==> src/rtl/epp_pkg.sv <==
package epp_pkg;
   typedef enum logic [1:0] {
      ST_IDLE,
      ST_ARM,
      ST_SETUP,
      ST_STRB
   } epp_state_t;
endpackage

==> src/rtl/epp_wait_sync.sv <==
module epp_wait_sync #(
   parameter int STAGES = 2
) (
   input  logic clk,
   input  logic rst_n,
   input  logic async_in,
   output logic sync_out
);
   generate
      if (STAGES == 0) begin : g_pass
         assign sync_out = async_in;
      end else begin : g_chain
         logic [STAGES-1:0] chain;
         always_ff @(posedge clk or negedge rst_n) begin
            if (!rst_n) chain <= '1;
            else        chain <= {chain[STAGES-2:0], async_in};
         end
         assign sync_out = chain[STAGES-1];
      end
   endgenerate
endmodule

==> src/rtl/epp_watchdog.sv <==
module epp_watchdog #(
   parameter int LIMIT = 1250
) (
   input  logic clk,
   input  logic rst_n,
   input  logic run,
   output logic expired
);
   localparam int CW = $clog2(LIMIT + 1);
   logic [CW-1:0] cnt;

   always_ff @(posedge clk or negedge rst_n) begin
      if (!rst_n)   cnt <= '0;
      else if (!run) cnt <= '0;
      else if (!expired) cnt <= cnt + 1'b1;
   end

   assign expired = run && (cnt == CW'(LIMIT - 1));
endmodule

==> src/rtl/epp_cycle_engine.sv <==
module epp_cycle_engine
   import epp_pkg::*;
#(
   parameter int DW          = 8,
   parameter int CLK_KHZ     = 125000,
   parameter int TIMEOUT_US  = 10,
   parameter int SYNC_STAGES = 2
) (
   input  logic          clk,
   input  logic          rst_n,
   input  logic          host_sel_addr,
   input  logic          host_wr,
   input  logic          host_rd,
   input  logic [DW-1:0] host_wdata,
   output logic [DW-1:0] host_rdata,
   output logic          host_ready,
   input  logic          ctl_bus_in,
   input  logic          ctl_strobe_ovr,
   input  logic          stat_clr,
   output logic          stat_timeout,
   output logic [DW-1:0] pd_out,
   input  logic [DW-1:0] pd_in,
   output logic          pd_oe,
   output logic          n_write,
   output logic          n_datastb,
   output logic          n_addrstb,
   input  logic          n_wait
);
   localparam int TO_CYCLES = (CLK_KHZ / 1000) * TIMEOUT_US;

   generate
      if (SYNC_STAGES == 1 || SYNC_STAGES > 4) begin : g_bad_sync
         $error("SYNC_STAGES must be 0, 2, 3 or 4");
      end
      if (TO_CYCLES < 16) begin : g_bad_to
         $error("watchdog limit too small");
      end
      if (DW < 1) begin : g_bad_dw
         $error("DW must be positive");
      end
   endgenerate

   epp_state_t    state;
   logic          wait_s;
   logic          wd_expired;
   logic          sel_addr_q, is_wr_q, drv_wr_q;
   logic [DW-1:0] wbuf_q, pd_q, rdata_q;
   logic          oe_q, nwr_q, nds_q, nas_q, to_q;
   logic          done_now;

   epp_wait_sync #(.STAGES(SYNC_STAGES)) i_sync (
      .clk(clk), .rst_n(rst_n), .async_in(n_wait), .sync_out(wait_s)
   );

   epp_watchdog #(.LIMIT(TO_CYCLES)) i_wd (
      .clk(clk), .rst_n(rst_n), .run(state != ST_IDLE), .expired(wd_expired)
   );

   assign done_now = (state == ST_STRB) && wait_s;

   always_ff @(posedge clk or negedge rst_n) begin
      if (!rst_n) begin
         state      <= ST_IDLE;
         sel_addr_q <= 1'b0;
         is_wr_q    <= 1'b0;
         drv_wr_q   <= 1'b0;
         wbuf_q     <= '0;
         pd_q       <= '0;
         rdata_q    <= '0;
         oe_q       <= 1'b0;
         nwr_q      <= 1'b1;
         nds_q      <= 1'b1;
         nas_q      <= 1'b1;
         to_q       <= 1'b0;
      end else begin
         if (stat_clr) to_q <= 1'b0;
         unique case (state)
            ST_IDLE: begin
               if (host_wr || host_rd) begin
                  sel_addr_q <= host_sel_addr;
                  is_wr_q    <= host_wr;
                  drv_wr_q   <= host_wr && !ctl_bus_in;
                  wbuf_q     <= host_wdata;
                  state      <= ST_ARM;
               end
            end
            ST_ARM: begin
               if (!wait_s) begin
                  if (drv_wr_q) pd_q <= wbuf_q;
                  oe_q  <= drv_wr_q;
                  nwr_q <= !drv_wr_q;
                  state <= ST_SETUP;
               end
            end
            ST_SETUP: begin
               nds_q <= sel_addr_q;
               nas_q <= !sel_addr_q;
               state <= ST_STRB;
            end
            ST_STRB: begin
               if (wait_s) begin
                  nds_q <= 1'b1;
                  nas_q <= 1'b1;
                  if (!is_wr_q) rdata_q <= pd_in;
                  state <= ST_IDLE;
               end
            end
            default: state <= ST_IDLE;
         endcase
         if (wd_expired && !done_now) begin
            nds_q <= 1'b1;
            nas_q <= 1'b1;
            to_q  <= 1'b1;
            state <= ST_IDLE;
         end
      end
   end

   assign host_ready   = (state == ST_IDLE);
   assign host_rdata   = rdata_q;
   assign stat_timeout = to_q;
   assign pd_out       = pd_q;
   assign pd_oe        = oe_q | ctl_strobe_ovr;
   assign n_write      = nwr_q & ~ctl_strobe_ovr;
   assign n_datastb    = nds_q;
   assign n_addrstb    = nas_q;
endmodule

==> config.mk <==
export PLATFORM = sky130hd
export DESIGN_NAME = epp_cycle_engine
export DESIGN_NICKNAME = d
export VERILOG_FILES = /design/src/rtl/epp_pkg.sv /design/src/rtl/epp_wait_sync.sv /design/src/rtl/epp_watchdog.sv /design/src/rtl/epp_cycle_engine.sv
export SDC_FILE = /design/constraint.sdc
export NUM_CORES = 1
export LEC_CHECK = 0
export BUFFER_PORTS_ARGS = -buffer_cell sky130_fd_sc_hd__buf_2
export CAP_MARGIN = 20
export CORE_MARGIN = 2
export CORE_UTILIZATION = 40
export CTS_CLUSTER_DIAMETER = 80
export DETAILED_ROUTE_END_ITERATION = 10
export PLACE_DENSITY_LB_ADDON = 0.15
export SKIP_LAST_GASP = 1
export SLEW_MARGIN = 15
export SYNTH_ARGS = -nofsm -noshare
export SYNTH_HDL_FRONTEND = slang
export SYNTH_SLANG_ARGS = --single-unit
==> constraint.sdc <==
create_clock -name clk -period 2.04 [get_ports clk]
set_input_delay 0 -clock clk [delete_from_list [all_inputs] [get_ports clk]]
set_output_delay 0 -clock clk [all_outputs]
set_load 0.02 [all_outputs]
Word level (Yosys, flattened, before mapping)
Index checks and enable logic that the tools add are counted.

Bits in registers: 47. Memories kept: 0. Latch bits: 0. RAM bits: 0. Logic and storage cells: 61. Input bits: 25. Output and inout port bits: 22. ROM bits: 0.

Multiplexer cells: 14. Multiply operators: 0. Order comparisons: 0. Div/mod/pow operators: 0. Shifts and indexed selects: 0. Equal/unequal tests: 8. Bitwise gates (word level): 5. Reduce and logical (&&, ||, !) cells: 19. $add $sub $neg: 1.

Operators by type and width (count): $mux 11 (2); $add 11x1->11 const B (1); $eq 11x11->1 const B (1); $reduce_and 3->1 (3); $mux 2 (4); $pmux 2 s4 (1); $ne 3x1->1 const B (2); $reduce_and 2->1 (3); $mux 1 (5); $eq 2x2->1 const B (2); $logic_and 1x1->1 (4); $logic_not 1->1 (4); $pmux 1 s2 (2); $reduce_bool 2->1 (2); $ne 3x3->1 const B (1); $not 1->1 (3); $reduce_bool 3->1 (1); $eq 2x1->1 const B (1); $logic_not 2->1 (1); $ne 2x2->1 const B (1); $and 1x1->1 (1); $logic_or 1x1->1 (1); $or 1x1->1 (1).

Depth between registers and ports, before layout
Gate-level depths: netlist of run 1.

Depth in word-level cells: 6. Depth in mapped cells: 6. Mapped depth without buffers: 5.

Hierarchy
From an unflattened synthesis of run 1, not the netlist that was laid out.

Cells, all modules: 165. Area total of the unflattened synthesis: 2082.0 sq um.

Modules (own cells, without submodules): epp_cycle_engine (sequential area each 854.6 sq um, instances 1, area each 1428.9 sq um, cells an instance 101); epp_watchdog (sequential area each 275.3 sq um, instances 1, area each 600.6 sq um, cells an instance 62); epp_wait_sync (sequential area each 52.6 sq um, instances 1, area each 52.6 sq um, cells an instance 2).

Least setup slack after synthesis of run 1
No wires, ideal clock.

Path type: register -> register. Start: reg state[0]. End: reg state[1]. Stages on the path, launching flop included: 6. Required time: 1963 ps. Arrival: 1566 ps. Library setup time: 77 ps. Path buffers: 0. Setup slack: 397 ps. Clock period less this slack: 1643 ps. Path through: dfrtp_1 -> inv_1 -> ha_1 -> or3b_2 -> a21o_1 -> a21oi_1.

Elaborated cells between the ends (all ways): 15. Classes of those cells: 6 x eq/ne; 2 x mux; 7 x reduce/logical.

RTL lines: start: declaration (line epp_cycle_engine.sv:43) `epp_state_t state;`; start signal: assignment (line epp_cycle_engine.sv:63) `state <= ST_IDLE;`; start signal: assignment (line epp_cycle_engine.sv:84) `state <= ST_ARM;`; start signal: assignment (line epp_cycle_engine.sv:92) `state <= ST_SETUP;`; $logic_not 2->1 *; named net host_ready (line epp_cycle_engine.sv:16) `output logic host_ready,`; $pmux 2 s4 / $ne 3x1->1 (equally long branches); $mux 2 / $reduce_and 3->1 (equally long branches).

The timed path passes the listed nets; every way through them passes the cells marked *. A chain may end at the register's enable or synchronous reset.

Worst setup path after layout of run 1
Start: reg state[1]. End: reg pd_q[6], in the netlist pd_out[6].

Cells in the longest elaborated chain, start to end: 2.

RTL lines: $eq 2x1->1 (line epp_cycle_engine.sv:77) `unique case (state)`; $reduce_and 3->1 (no source line); end signal: assignment (line epp_cycle_engine.sv:89) `if (drv_wr_q) pd_q <= wbuf_q;`; end: declaration (line epp_cycle_engine.sv:47) `logic [DW-1:0] wbuf_q, pd_q, rdata_q;`.

No other way between the ends.

==> impl_metrics.ini, run 1 <==
[setup_path]
r2r_start = state[1]
slowest_delay_ns = 0.41
critPathMaxFanout = 10
path_buf_inv = 1
rr_worst_depth = 5
endpoint_kind = register
required_ns = 2.22
critPathTopFamily = simple AND/OR/NAND/NOR gates
critical_path_class = reg -> reg
rrSetupSlack_ns = 0.38
arrival_ns = 1.84
reg2reg_to = pd_out[6]
startpoint_type = register
crit_path_top_delay_cell = dfrtp_1
cp_cell_sequence = inv_1 > ha_1 > nor2b_1 > nand2_1 > mux2_2

[clock_network]
cts_setup_buffers = 0
h-tree-depth = 2
cts_tree = done
cts_buffers = 5
insertion_delay_ns = 0.30
clk_path_buf_depth = 2
clock-sinks = 47
clk_pin_slew_ns = 0.08
cts_root_buffer = clkbuf_8

[finish]
fin_cells = 310
antennaDiodeCount = 0
finalNetCount = 270
area_growth_pct = 31.2
drive_gt1_share_pct = 39.6

[placement]
routabilityCongestion = 0.813
port_buffers = 46
dp.cells = 280
dp_hpwl_um = 2870

[global_route]
grt_overflow = 0
grt_pass1_wl_um = 6760
antenna_found_initial = 0
grt_max_degree = 48
grt.total_usage_pct = 15.9
grt_pass1_vias = 1531

[synthesis]
post_synth.cell_area_avg_um2 = 12.5
synth_cell_type_count = 38
yosysWarnings = 0
yosys_most_used_dff = dfrtp_1
async_flop_share_pct = 100
netlist_top_cells_area = dfrtp_1, mux2_2, dfstp_2
ys_seq_area_share_pct = 57.4
synth_nets = 196
ys_seq_elements = 47
post-synth-top-area-fraction_pct = 51.0
synth_cells = 165
synth_largest_area_cell = dfrtp_1
syn_area_um2 = 2060
synth-edff-count = 0

[status]
status = completed

[detailed_routing]
first_pass_iters = 4
drt-total-wl_um = 4200
ant_nets = 0
vias = 1514
wire_per_inst_um = 13.5
route.detailed.drc = 0
vias_per_cell = 4.88
drt-initial-drc-count = 51

[floorplan]
die_h_um = 75.8
start_util_pct = 40.9
top_level_ports = 47
die_x_um = 75.8
die-area_um2 = 5740
core_um2 = 5040
num_rows = 26

[power_and_ir_drop]
powerDensity_nw_per_um2 = 1340
max-vdd-ir-drop_mv = 0.477
power.leakage_nw = 1.26

[timing]
period_minus_slack_ns = 1.66
rsz0062_at_grt = no
slew-limit-headroom_pct = 60.5
max_freq_ghz = 0.602
hold_ws_ns = 0.154
fin_crit_sh_pct = 81.4
fin_setup_tns_ns = 0
setup_viol = 0
drv_slew = 0
skew_ns = 0.00425
hold_viol = 0
worst_pin_slew_ns = 0.592

[job]
drv_cap = 0

[worst_hold_path]
min_to = state[1]
hold_class = in -> reg
min_from = host_rd
holdPathStages = 4
timing repair:
item | 4_1_cts | 5_1_grt
endpoints found under the hold margin | 63 | 0
gates resized for setup | 0 | 0
hold buffers | 22 | 0
kinds of logic (layout without fill, tap and decap cells):
family	count (synthesis)	count (layout)	synth area share, %
flip-flops	47	47	57.4
adder cells (fa/ha/maj)	6	6	3.64
multiplexers	27	27	14.7
buffers and inverters	13	88	2.79
AND/OR/NAND/NOR	43	43	12.5
XOR/XNOR	2	2	0.850
AO/OA/AOI/OAI	27	27	8.14
synth_stat cells, types with 3 or more instances:
cell and instances:
a21oi_1 10, dfrtp_1 42, dfstp_2 5, ha_1 6, inv_1 9, mux2_2 26
nand2_1 8, nand3_1 6, nor2_1 5, nor2b_1 3, o21ai_0 6, o31ai_1 4
or4_1 3
worst min-delay path: cells and delay by family:
kind	cells	cell delay, ns
AO/OA/AOI/OAI	2	0.18
AND/OR/NAND/NOR	1	0.14
buffers and inverters	1	0.09
worst max-delay path by stage:
stage | from | end | slack, ns | cells after the start
finish | state[1] | pd_out[6] | 0.38 | 5
global route | state[0] | state[0] | 0.22 | 6
CTS | state[1] | pd_out[6] | 0.34 | 5
detailed placement | state[1] | pd_out[4] | 0.35 | 5
global placement | state[1] | pd_out[1] | 0.43 | 5
floorplan | state[0] | state[1] | 0.40 | 5
power by group:
| group | leakage, nW | internal [mW] | switching, mW | total, mW |
|---|---|---|---|---|
| Combinational | 0.636 | 0.673 | 0.755 | 1.43 |
| Sequential | 0.574 | 1.32 | 0.217 | 1.54 |
| Clock | 0.0524 | 0.367 | 0.290 | 0.657 |
stage by stage:
| stage | power (mW) | worst slack (ns) | utilization (%) | area [µm²] |
|---|---|---|---|---|
| floorplan | 2.53 | 0.397 | - | 2060 |
| global placement | 2.89 | 0.430 | 47.1 | 2380 |
| detailed placement | 2.97 | 0.355 | 47.1 | 2380 |
| CTS | 3.68 | 0.345 | 53.6 | 2700 |
| global route | 3.92 | 0.225 | 53.6 | 2700 |
| finish | 3.62 | 0.379 | 53.6 | 2700 |
layer usage:
layer  wire length (µm)  global-route usage, %  vias up
met5                  0                      0        -
met1               1820                   18.7      747
li1                   -                      -      735
met3                140                   4.37        7
met2               2180                   27.3       25
met4                 61                   6.24        0
sequential cells by signal, summed over array words and instances (netlist names):
name and cells:
i_sync.g_chain.chain 2, pd_out 8, wbuf_q 8, is_wr_q 1, oe_q 1, i_wd.cnt 11
n_datastb 1, sel_addr_q 1, stat_timeout 1, drv_wr_q 1, host_rdata 8, nwr_q 1
state 2, n_addrstb 1
layout by cell type (no fill, tap or decap), drive strengths merged, types with 2 or more instances in the layout:
cell	Yosys	layout
a31o	2	2
nor2	5	5
dfstp	5	5
dfrtp	42	42
nor2b	3	3
nand4	3	3
dlygate4sd3	0	22
or4	3	3
inv	9	9
nand2	8	8
buf	2	49
or3	3	3
o31ai	4	4
a21o	2	2
o21ai	6	6
a21oi	10	10
or2	2	2
nor3b	2	2
nand3	6	6
ha	6	6
clkbuf	2	7
mux2	26	26
cell type report:
cell class                      count  area, µm²
Clock buffer                        7       76.3
Clock inverter                      1       30.0
Fill cell                         455       2340
Inverter                            9       33.8
Multi-Input combinational cell    105        821
Sequential cell                    47       1180
Tap cell                           70       87.6
Timing Repair Buffer               71        473
No activity file was read; power rests on OpenSTA's default activity.
==> run 2, diff against run 1 <==
==> constraint.sdc (replaced) <==
create_clock -name clk -period 1.44 [get_ports clk]
set_input_delay 0 -clock clk [delete_from_list [all_inputs] [get_ports clk]]
set_output_delay 0 -clock clk [all_outputs]
set_load 0.02 [all_outputs]
==> impl_metrics.ini, run 2 (same netlist as run 1, synthesis figures left out) <==
[status]
status = finished with violations
violations = negative setup slack

[power_and_ir_drop]
p_int_mw = 3.55
seq_power_share_pct = 40.0
power_mw = 5.55
p_comb_share_pct = 45.1
p_clk_share_pct = 15.0
powerDensity_nw_per_um2 = 1870
max-vdd-ir-drop_mv = 0.870
power.leakage_nw = 1.36
switching_share_pct = 36.1
power_switching_mw = 2.01

[finish]
final_cell_mix = buf_2, dfrtp_1, mux2_2
drive_gt1_share_pct = 52.5
fin_cells = 325
nFillCells = 416
utilization_pct = 58.8
antennaDiodeCount = 0
postLayoutCellArea_um2 = 2970
finalNetCount = 285
area_growth_pct = 43.9
largest_register_ffs = 11
top_register = i_wd.cnt
mostFrequentLayoutCell = buf_2

[floorplan]
start_util_pct = 40.9
die_x_um = 75.8
core_um2 = 5040
die_h_um = 75.8
top_level_ports = 47
num_rows = 26
die-area_um2 = 5740

[clock_network]
clock-sinks = 47
cts_tree = done
h-tree-depth = 2
cts_root_buffer = clkbuf_8
insertion_delay_ns = 0.30
clk_path_buf_depth = 2
cts_buffers = 5
clk_pin_slew_ns = 0.09

[timing]
setup_viol = 2
finalWorstSetupSlack_ns = -0.0205
hold_ws_ns = 0.118
max_freq_ghz = 0.685
period_minus_slack_ns = 1.46
worst_pin_slew_ns = 0.401
skew_ns = 0.0118
rsz0062_at_grt = yes
slew-limit-headroom_pct = 73.1
drv_slew = 0
fin_setup_tns_ns = -0.0244
fin_crit_sh_pct = 101
hold_viol = 0

[setup_path]
arrival_ns = 1.65
slowest_delay_ns = 0.44
rrSetupSlack_ns = -0.02
critPathMaxFanout = 4
required_ns = 1.63
startpoint_type = register
critical_path_class = reg -> reg
endpoint_kind = register
path_buf_inv = 0
critPathTopFamily = flip-flops
crit_path_top_delay_cell = dfrtp_1
cp_cell_sequence = ha_1 > and4bb_2 > nand3_4 > mux2_2
r2r_start = i_wd.cnt[0]
startpoint = i_wd.cnt[0]

[detailed_routing]
route.detailed.drc = 0
drt-initial-drc-count = 58
wire_per_inst_um = 14.0
vias_per_cell = 4.89
vias = 1589
first_pass_iters = 4
drt-total-wl_um = 4560
ant_nets = 0

[job]
drv_cap = 0

[global_route]
grt_pass1_wl_um = 6820
grt_max_degree = 48
grt.total_usage_pct = 16.1
grt_pass1_vias = 1523
grt_overflow = 0
antenna_found_initial = 0

[placement]
dp_hpwl_um = 2920
dp.cells = 289
routabilityCongestion = 0.893
port_buffers = 46
dp_slack_ns = -0.0642
placed_area_um2 = 2500

[worst_hold_path]
hold_class = in -> reg
min_from = host_rd
==> run 2: metal layers <==
metal,routed length (µm),vias to the layer above,global-route usage [%],part of all wire (%)
met2,2460,32,27.8,54
met1,1880,787,19.1,41
met5,0,-,0,0
li1,-,764,-,-
met4,73,0,5.85,1.6
met3,158,6,4.50,3.5
==> run 2: timing repair <==
| action | in CTS | in global routing |
|---|---|---|
| endpoints found under the hold margin | 68 | 0 |
| hold buffers | 22 | 0 |
| gates cloned | 1 | 0 |
| endpoints found under the setup margin | 23 | 28 |
| pin swaps | 4 | 4 |
| gates resized for setup | 9 | 18 |
| buffers inserted | 3 | 2 |
==> run 2: power groups by stage <==
stage | Clock, mW | Combinational, mW | Sequential [mW]
2_1_floorplan | 0 | 1.18 | 2.47
3_3_place_gp | 0 | 2.21 | 2.17
3_5_place_dp | 0 | 2.28 | 2.20
4_1_cts | 0.855 | 2.43 | 2.19
5_1_grt | 0.915 | 2.74 | 2.29
6_report | 0.831 | 2.50 | 2.22
==> run 2: cell type report <==
cell class	instances	area [µm²]	area share [%]
Timing Repair Buffer	85	619	20.9
Clock inverter	2	16.3	0.549
Inverter	9	33.8	1.14
Tap cell	70	87.6	2.95
Multi-Input combinational cell	106	941	31.7
Clock buffer	6	82.6	2.78
Sequential cell	47	1180	40.0
==> run 2: tightest hold or removal path, cell delays in order <==
cell and delay [ns]:
buf_2 0.09, or3b_4 0.13, a21o_1 0.10, a21oi_1 0.05
==> run 2: path summary, 6_finish.rpt <==
kind,to,cells after the start
max,i_wd.cnt[0],4
min,state[1],4
max reg2reg,i_wd.cnt[0],4
min reg2reg,i_sync.g_chain.chain[1],0
max in group asynchronous,i_sync.g_chain.chain[1],3
min in group asynchronous,wbuf_q[0],3
==> run 3, diff against run 2 <==
--- a/config.mk
+++ b/config.mk
@@ -12,6 +12,7 @@
 export CTS_CLUSTER_DIAMETER = 80
 export DETAILED_ROUTE_END_ITERATION = 10
 export PLACE_DENSITY_LB_ADDON = 0.15
+export SKIP_CTS_REPAIR_TIMING = 1
 export SKIP_LAST_GASP = 1
 export SLEW_MARGIN = 15
 export SYNTH_ARGS = -nofsm -noshare
==> impl_metrics.ini, run 3 (same netlist as run 1, synthesis figures left out) <==
[timing]
period_minus_slack_ns = 1.48
rsz0062_at_grt = yes
hold_viol = 0
max_freq_ghz = 0.675
fin_crit_sh_pct = 103
drv_slew = 0
worst_pin_slew_ns = 0.329
finalWorstSetupSlack_ns = -0.0406
fin_setup_tns_ns = -0.172
slew-limit-headroom_pct = 77.5
hold_ws_ns = 0.134
setup_viol = 8
skew_ns = 0.00886

[global_route]
use_met3_pct = 4.37
grt_pass1_wl_um = 6200
grt_overflow = 0
grt_busiest_layer = met2
grt.total_usage_pct = 14.6
antenna_found_initial = 0
grt_pass1_vias = 1405
grtUsageMet2_pct = 25.1
grt_max_degree = 48
grt_use_met1_pct = 17.3

[setup_path]
r2r_start = i_wd.cnt[1]
arrival_ns = 1.67
path_buf_inv = 1
critPathTopFamily = flip-flops
startpoint_type = register
rrSetupSlack_ns = -0.04
reg2reg_to = i_wd.cnt[0]
slowest_delay_ns = 0.45
critPathMaxFanout = 4
crit_path_top_delay_cell = dfrtp_2
rr_worst_depth = 5
critical_path_class = reg -> reg
required_ns = 1.63
cp_cell_sequence = inv_2 > ha_2 > and4bb_2 > nand3_4 > mux2_2
endpoint_kind = register

[detailed_routing]
drt-initial-drc-count = 44
wire_per_inst_um = 13.8
first_pass_iters = 4
vias = 1560
vias_per_cell = 4.84
drt-total-wl_um = 4430
ant_nets = 0
route.detailed.drc = 0

[clock_network]
cts_tree = done
clk_pin_slew_ns = 0.09
insertion_delay_ns = 0.30
clk_path_buf_depth = 2
cts_buffers = 5
h-tree-depth = 2
clock-sinks = 47
cts_root_buffer = clkbuf_8

[finish]
mostFrequentLayoutCell = buf_2
top_register = i_wd.cnt
largest_register_ffs = 11
postLayoutCellArea_um2 = 2930
fin_cells = 322
area_growth_pct = 42.3
drive_gt1_share_pct = 50.8
antennaDiodeCount = 0
final_cell_mix = buf_2, dfrtp_1, mux2_2
finalNetCount = 282
utilization_pct = 58.2

[placement]
dp_slack_ns = -0.0642
routabilityCongestion = 0.893
dp.cells = 289
placed_area_um2 = 2500
dp_hpwl_um = 2920
port_buffers = 46

[floorplan]
start_util_pct = 40.9
top_level_ports = 47
die-area_um2 = 5740
core_um2 = 5040
die_h_um = 75.8
num_rows = 26
die_x_um = 75.8

[worst_hold_path]
hold_class = in -> reg
holdPathStages = 4
min_to = state[1]
min_from = host_rd

[power_and_ir_drop]
max-vdd-ir-drop_mv = 0.894
power_mw = 5.50
power.leakage_nw = 1.33
powerDensity_nw_per_um2 = 1880

[status]
violations = negative setup slack
status = finished with violations

[job]
drv_cap = 0
-- run 3: routing by layer --
metal	share of wire [%]	wire length [µm]
met5	0	0
met4	1.2	53
met3	3.4	150
met2	54	2390
met1	42	1840
-- run 3: layout make-up --
class                           instances  area [µm²]
Timing Repair Buffer                   82         597
Clock inverter                          2        16.3
Clock buffer                            6        82.6
Sequential cell                        47        1190
Inverter                                9        33.8
Multi-Input combinational cell        106         930
Fill cell                             420        2110
Tap cell                               70        87.6
-- run 3: worst max path at each step --
stage / startpoint / endpoint / slack, ns / cells after the start
after floorplan: i_wd.cnt[0] / i_wd.cnt[10] / 0.00003 / 4
after CTS: state[1] / pd_out[1] / -0.07 / 5
after global placement: state[1] / pd_out[5] / 0.006 / 5
after global routing: i_wd.cnt[1] / n_datastb / -0.10 / 6
after detailed placement: i_wd.cnt[0] / i_wd.cnt[10] / -0.06 / 4
final: i_wd.cnt[1] / i_wd.cnt[0] / -0.04 / 5
-- run 3: power by group --
part	internal, mW	total (mW)	switching [mW]
Sequential	1.88	2.22	0.342
Clock	0.392	0.821	0.430
Combinational	1.24	2.46	1.22
Total	3.51	5.50	1.99
-- run 3: worst min-delay path, cell delays in order --
cell	delay (ns)
buf_2	0.10
or3b_4	0.13
a21o_1	0.10
a21oi_1	0.06
